<file path="src/rtl/pwmcap_pkg.sv">
package pwmcap_pkg;

    typedef enum logic [1:0] {
        MS_IDLE   = 2'd0,
        MS_FIRST  = 2'd1,
        MS_SECOND = 2'd2
    } meas_st_e;

    localparam int NUM_UNITS = 2;

endpackage

</file>
<file path="src/rtl/pwmcap_timebase.sv">
module pwmcap_timebase #(
    parameter int CNT_W = 16,
    parameter int PSC_W = 8
) (
    input  logic             clk,
    input  logic             rst_n,
    input  logic             restart,
    input  logic [PSC_W-1:0] psc,
    input  logic [CNT_W-1:0] cnt_max,
    output logic [CNT_W-1:0] cnt_o
);

    typedef struct packed {
        logic [PSC_W-1:0] pre;
        logic [CNT_W-1:0] cnt;
    } tb_t;

    tb_t tb_d, tb_q;

    always_comb begin
        tb_d = tb_q;
        if (restart) begin
            tb_d.pre = '0;
            tb_d.cnt = '0;
        end else if (tb_q.pre >= psc) begin
            tb_d.pre = '0;
            tb_d.cnt = (tb_q.cnt >= cnt_max) ? '0 : tb_q.cnt + 1'b1;
        end else begin
            tb_d.pre = tb_q.pre + 1'b1;
        end
    end

    always_ff @(posedge clk) begin
        if (!rst_n) tb_q <= '0;
        else        tb_q <= tb_d;
    end

    assign cnt_o = tb_q.cnt;

    // between divider ticks the timer does not move
    assert_hold_between_ticks_R2: assert property (@(posedge clk) disable iff (!rst_n)
        (!restart && tb_q.pre < psc) |=> $stable(tb_q.cnt));

    // a restart always leaves the timer at zero
    assert_restart_zero_R2: assert property (@(posedge clk) disable iff (!rst_n)
        restart |=> (cnt_o == '0));

endmodule

</file>
<file path="src/rtl/pwmcap_edges.sv">
module pwmcap_edges (
    input  logic       clk,
    input  logic       rst_n,
    input  logic [1:0] pins,
    input  logic       sel,
    output logic       rise_o,
    output logic       fall_o
);

    typedef struct packed {
        logic [1:0] s1;
        logic [1:0] s2;
        logic       last;
    } sync_t;

    sync_t sy_d, sy_q;
    logic  lvl;

    assign lvl = sy_q.s2[sel];

    always_comb begin
        sy_d      = sy_q;
        sy_d.s1   = pins;
        sy_d.s2   = sy_q.s1;
        sy_d.last = lvl;
    end

    always_ff @(posedge clk) begin
        if (!rst_n) sy_q <= '0;
        else        sy_q <= sy_d;
    end

    assign rise_o = lvl & ~sy_q.last;
    assign fall_o = ~lvl & sy_q.last;

    // two rises cannot be seen back to back on an unchanged selection
    assert_no_double_rise_R3: assert property (@(posedge clk) disable iff (!rst_n)
        rise_o |=> (!rise_o || sel != $past(sel)));

endmodule

</file>
<file path="src/rtl/pwmcap_evdiv.sv">
module pwmcap_evdiv #(
    parameter int DIV_W = 2
) (
    input  logic             clk,
    input  logic             rst_n,
    input  logic             clr,
    input  logic             en,
    input  logic             evt,
    input  logic [DIV_W-1:0] k,
    output logic             hit
);

    localparam int EV_W = (1 << DIV_W) - 1;

    logic [EV_W-1:0] ev_d, ev_q, mask;

    assign mask = ~({EV_W{1'b1}} << k);
    assign hit  = en & evt & ~clr & ((ev_q & mask) == '0);

    always_comb begin
        ev_d = ev_q;
        if (clr)           ev_d = '0;
        else if (en & evt) ev_d = (ev_q + 1'b1) & mask;
    end

    always_ff @(posedge clk) begin
        if (!rst_n) ev_q <= '0;
        else        ev_q <= ev_d;
    end

    // with division active a capture is never followed by another at once
    assert_div_spacing_R6: assert property (@(posedge clk) disable iff (!rst_n)
        (hit && k != '0) |=> (!hit || k != $past(k)));

endmodule

</file>
<file path="src/rtl/pwm_capture.sv">
module pwm_capture
    import pwmcap_pkg::*;
#(
    parameter int CNT_W = 16,
    parameter int PSC_W = 8,
    parameter int TMO_W = 20,
    parameter int DIV_W = 2
) (
    input  logic             clk,
    input  logic             rst_n,
    input  logic [1:0]       pwm_in,
    input  logic             in_sel,
    input  logic             start,
    input  logic [PSC_W-1:0] psc,
    input  logic [CNT_W-1:0] cnt_max,
    input  logic [DIV_W-1:0] evdiv,
    input  logic [TMO_W-1:0] timeout_lim,
    output logic [CNT_W-1:0] period_o,
    output logic [CNT_W-1:0] duty_o,
    output logic             valid_o,
    output logic             timeout_o
);

    typedef struct packed {
        meas_st_e         st;
        logic [TMO_W-1:0] tmo;
        logic [CNT_W-1:0] t0;
        logic [CNT_W-1:0] fall;
        logic [CNT_W-1:0] per;
        logic [CNT_W-1:0] dty;
        logic             valid;
        logic             tout;
    } cap_t;

    cap_t cp_d, cp_q;

    logic [CNT_W-1:0]     cnt;
    logic                 ev_rise, ev_fall;
    logic [NUM_UNITS-1:0] evts, hits;
    logic                 armed;
    logic [CNT_W-1:0]     span, hi_raw, hi_fix, span_k, hi_out;

    function automatic logic [CNT_W-1:0] wrap_gap(input logic [CNT_W-1:0] a,
                                                 input logic [CNT_W-1:0] b,
                                                 input logic [CNT_W-1:0] top);
        return (b >= a) ? (b - a) : (top - a + b);
    endfunction

    pwmcap_timebase #(.CNT_W(CNT_W), .PSC_W(PSC_W)) u_tb (
        .clk(clk), .rst_n(rst_n), .restart(start),
        .psc(psc), .cnt_max(cnt_max), .cnt_o(cnt)
    );

    pwmcap_edges u_edges (
        .clk(clk), .rst_n(rst_n), .pins(pwm_in), .sel(in_sel),
        .rise_o(ev_rise), .fall_o(ev_fall)
    );

    assign armed   = (cp_q.st != MS_IDLE);
    assign evts[0] = ev_rise;
    assign evts[1] = ev_fall;

    for (genvar u = 0; u < NUM_UNITS; u++) begin : g_unit
        pwmcap_evdiv #(.DIV_W(DIV_W)) u_div (
            .clk(clk), .rst_n(rst_n), .clr(start), .en(armed),
            .evt(evts[u]), .k(evdiv), .hit(hits[u])
        );
    end

    // result arithmetic, evaluated against the live timer value
    always_comb begin
        span   = wrap_gap(cp_q.t0, cnt, cnt_max);
        hi_raw = wrap_gap(cp_q.t0, cp_q.fall, cnt_max);
        hi_fix = (hi_raw > span) ? (hi_raw - span) : hi_raw;
        span_k = span >> evdiv;
        hi_out = ((evdiv != '0) && (hi_fix >= span_k)) ? (span_k - (span - hi_fix)) : hi_fix;
    end

    always_comb begin
        cp_d       = cp_q;
        cp_d.valid = 1'b0;
        cp_d.tout  = 1'b0;
        if (start) begin
            cp_d.st   = MS_FIRST;
            cp_d.tmo  = '0;
            cp_d.t0   = '0;
            cp_d.fall = '0;
            cp_d.per  = '0;
            cp_d.dty  = '0;
        end else if (armed) begin
            cp_d.tmo = cp_q.tmo + 1'b1;
            if (hits[1]) cp_d.fall = cnt;
            if (hits[0] && cp_q.st == MS_FIRST) begin
                cp_d.t0 = cnt;
                cp_d.st = MS_SECOND;
            end else if (hits[0]) begin
                cp_d.per   = span_k;
                cp_d.dty   = hi_out;
                cp_d.valid = 1'b1;
                cp_d.st    = MS_IDLE;
            end else if (cp_q.tmo >= timeout_lim) begin
                cp_d.tout = 1'b1;
                cp_d.st   = MS_IDLE;
            end
        end
    end

    always_ff @(posedge clk) begin
        if (!rst_n) cp_q <= '{st: MS_IDLE, default: '0};
        else        cp_q <= cp_d;
    end

    assign period_o  = cp_q.per;
    assign duty_o    = cp_q.dty;
    assign valid_o   = cp_q.valid;
    assign timeout_o = cp_q.tout;

    // the result strobe lasts a single cycle
    assert_valid_single_R8: assert property (@(posedge clk) disable iff (!rst_n)
        valid_o |=> !valid_o);

    // results only move on a start or together with the strobe
    assert_result_hold_R8: assert property (@(posedge clk) disable iff (!rst_n)
        !start |=> (($stable(period_o) && $stable(duty_o)) || valid_o));

    // timeout is a single-cycle pulse and never coincides with a result
    assert_tout_single_R9: assert property (@(posedge clk) disable iff (!rst_n)
        timeout_o |=> !timeout_o);
    assert_tout_excl_R9: assert property (@(posedge clk) disable iff (!rst_n)
        !(timeout_o && valid_o));

endmodule

</file>
<file path="config.mk">
export PLATFORM = sky130hd
export DESIGN_NAME = pwm_capture
export DESIGN_NICKNAME = d
export VERILOG_FILES = /design/src/rtl/pwmcap_pkg.sv /design/src/rtl/pwmcap_timebase.sv /design/src/rtl/pwmcap_edges.sv /design/src/rtl/pwmcap_evdiv.sv /design/src/rtl/pwm_capture.sv
export SDC_FILE = /design/constraint.sdc
export NUM_CORES = 1
export LEC_CHECK = 0
export BUFFER_PORTS_ARGS = -buffer_cell sky130_fd_sc_hd__buf_4
export CELL_PAD_IN_SITES_DETAIL_PLACEMENT = 1
export CELL_PAD_IN_SITES_GLOBAL_PLACEMENT = 2
export CORE_MARGIN = 10
export CORE_UTILIZATION = 41
export DETAILED_ROUTE_END_ITERATION = 6
export PLACE_DENSITY = 0.9
export SYNTH_ARGS = -nofsm -noshare
export SYNTH_HDL_FRONTEND = slang
export SYNTH_SLANG_ARGS = --single-unit
</file>
<file path="constraint.sdc">
create_clock -name clk -period 29.9 [get_ports clk]
set_input_delay 5.98 -clock clk [delete_from_list [all_inputs] [get_ports clk]]
set_output_delay 5.98 -clock clk [all_outputs]
set_load 0.01 [all_outputs]
</file>
==> impl_results.md <==
- R2r worst-path depth: 47
- Clk_skew: 0.01739 ns
- GR peak layer: met2
- Die W: 199.2 um
- FP Rows: 65
- CP bufs+invs: 5
- Leading area contributor after synthesis: dfxtp_1
- I/O Pins: 86
- Xor-xnor portion of the synthesized cell area: 0.08152
- Sequential area share after synthesis: 0.1870
- Routed Antenna Nets: 0
- FILL cells: 3907
- Die height: 199.2 um
- Met3 Resource Use GR: 0.02994
- CTS resizes: 0
- DRT iter0 DRCs: 489
- Worst-Margin Slew: 1.082 ns
- Ys Warns: 0
- Main combinational cell family by area after synthesis: compound AO/OA/AOI/OAI gates
- Critical Path Max Stage Delay: 0.72 ns
- Area delta synth->final: 9.862%
- Crit Path Max Fanout: 19
- First-pass GRT wire length: 66.81 mm
- Final Slew Violations: 0
- GR met2 Demand/Resource: 0.3653
- Initial antenna violation count: 1
- Vias in the first global route: 12370
- Post-Synth Adder-Cell Area: 0.1934
- Max Fclk: 64.85 MHz
- Complex-gate fraction of the synthesized area: 0.2261
- Post-CTS setup buffers: 0
- Post-synthesis net count: 1915
- Delay-heaviest family, CP: compound AO/OA/AOI/OAI gates
- Core Box Area: 31640 um^2
- Endpoints failing setup: 0
- Post-route setup TNS: 0 ns
- Starting Density: 0.4163
- Period utilisation layout: 0.5157
- H-Tree Depth: 4
- Hold Path Class: reg2reg
- Total CTS buffers: 17
- Setup crit end kind: flip-flop
- PwrDens: 30.50 nW/um^2
- Residual DRC count: 0
- Most numerous cell in the Yosys netlist: ha_1
- CTS sink cnt: 123
- Hold EP: u_edges.sy_q[1]$_SDFF_PN0_
- Worst IR Drop VDD: 38.26 uV
- Post-CTS Hold Fix Bufs: 0
- Final nets: 1948
- Via/cell ratio: 5.736
- GRT Resource Usage Total: 0.2100
- Share of layout cells above drive strength 1: 0.09854
- Number of enable flip-flop cells after synthesis: 0
- RR Startpoint: cp_q[50]$_SDFFE_PP0P_
- Min cycle time layout: 15.42 ns
- Routed vias: 12140
- Arrival time worst endpoint: 15.78 ns
- Async set-or-reset flop fraction in the synthesized netlist: 0
- Max_slew headroom: 0.2768
- #FFs+latches synth: 123
- Later-pin clock latency in the skew report: 0.44 ns
- Slowest-stage cell, CP: a21oi_2
- Status: finished, final reports clean
- Leakage: 0.006804 uW
- Tot Pwr: 441.2 uW
- Most numerous cell on the critical path: a21oi_1
- Final wirelength: 41.44 mm
- Crit start category: input port
- Routed wire per std cell: 19.57 um
- Synth cell count leaders: ha_1 (178), nor2_1 (177), a21oi_1 (146)
- Hold depth: 1
- Worst path required time: 30.26 ns
- Post-Synth Simple-Gate Area: 0.1783
- Gpl congestion: 0.9139
- Final count of hold timing violations: 0
- Dpl hpwl: 33.57 mm
- CP Class: in2reg
- Mux cell area share after synthesis: 0.05739
- Reg clk slew, reported paths: 0.06 ns
- CTS tree: built
- Syn Inst Count: 1669
- Post-synthesis cell area: 13170 um^2
- Die ar.: 39690 um^2
- Area contributors post-synth: dfxtp_1 (19%), ha_1 (17%), a21oi_1 (5.5%)
- Final hold slack: 0.4337 ns
- Pin count of the biggest net entering global routing: 71
- M1 GR Usage: 0.2689
- Avg Cell Area, Syn: 7.890 um^2
- Reg2reg end: duty_o[14]$_SDFFE_PP0P_
- Top FF cell, synth: dfxtp_1
- Root Driver: clkbuf_16
- MaxCap Viol Count: 0
- Gr ovfl total: 0
- First-pass detailed-route iteration total: 6
- R2R Setup Slk: 19.76 ns
- Top-area cell type share of the netlist area: 0.1870
- Port Buffers: 85
- CTS Buffer Depth: 2
- Netlist cell types: 89
- RSZ-0062 raised after global routing: false
- N_diodes: 0
- Hold path startpoint: u_edges.sy_d[1]$_SDFF_PN0_
==> stage by stage <==
stage / area (um^2) / utilization / std cells / setup WS [ns]
after floorplan: 13170 / - / 1669 / 15.92
after global placement: 13890 / 0.4392 / 2085 / 14.46
after detailed placement: 13890 / 0.4392 / 2085 / 14.06
after CTS: 14470 / 0.4573 / 2117 / 14.45
after global routing: 14470 / 0.4573 / 2117 / 13.58
final: 14470 / 0.4573 / 2117 / 14.48
==> cells in the final DEF, fill, tap and decap left out, drive strengths merged, types with 10 or more instances in the layout <==
cell	n
fa	16
mux2	10
a21o	58
o211ai	13
nand2	89
xor2	63
and2	13
nand2b	17
o21ai	98
o21bai	10
inv	143
nand3	41
o21a	22
nor2	177
xnor2	57
nor2b	25
nand4	22
nor3	34
ha	178
a21oi	147
a211oi	29
and3	19
mux2i	56
a31oi	16
clkbuf	21
dfxtp	123
buf	92
or3	19
==> registers in the layout, summed over array words and instances (netlist names) <==
name,count
cp_q,54
u_tb.cnt_o,16
valid_o,1
duty_o,16
timeout_o,1
u_edges.sy_q,3
period_o,16
u_tb.tb_q,8
u_edges.sy_d,2
g_unit.u_div.ev_q,6
==> report_power, final <==
group | internal, uW | switching (uW)
sequential | 165 | 0.535
clock | 120 | 87.1
combinational | 29.1 | 40.3
==> cell type report <==
type                            count  area [um^2]  area share
Multi-Input combinational cell   1326         9706      0.6708
Tap cell                          402        503.0     0.03477
Timing Repair Buffer               92        690.7     0.04774
Inverter                          142        533.0     0.03684
Sequential cell                   123         2462      0.1702
Clock inverter                     11        112.6    0.007783
Clock buffer                       21        460.4     0.03183
==> logic make-up after synthesis <==
kind of cell,after synthesis
fa+ha+maj,194
compound gates,456
mux,69
simple gates,486
buf+inv,220
flops,123
xor+xnor,121
==> per-layer routing <==
layer	share of wire	routed length [um]
met1	0.47	19430
met2	0.48	19940
met3	0.038	1567
met4	0.012	500
met5	0	0
==> how the worst max path moves through the flow <==
stage / from / to / slack (ns) / cells after the start
floorplan: cnt_max[0] / duty_o[13]$_SDFFE_PP0P_ / 15.92 / 49
global placement: cnt_max[0] / duty_o[14]$_SDFFE_PP0P_ / 14.46 / 49
detailed placement: cnt_max[0] / duty_o[14]$_SDFFE_PP0P_ / 14.06 / 49
CTS: cnt_max[0] / duty_o[14]$_SDFFE_PP0P_ / 14.45 / 49
global route: cnt_max[0] / duty_o[14]$_SDFFE_PP0P_ / 13.58 / 49
finish: cnt_max[0] / duty_o[14]$_SDFFE_PP0P_ / 14.48 / 49
Power figures use the tool's default switching activity.
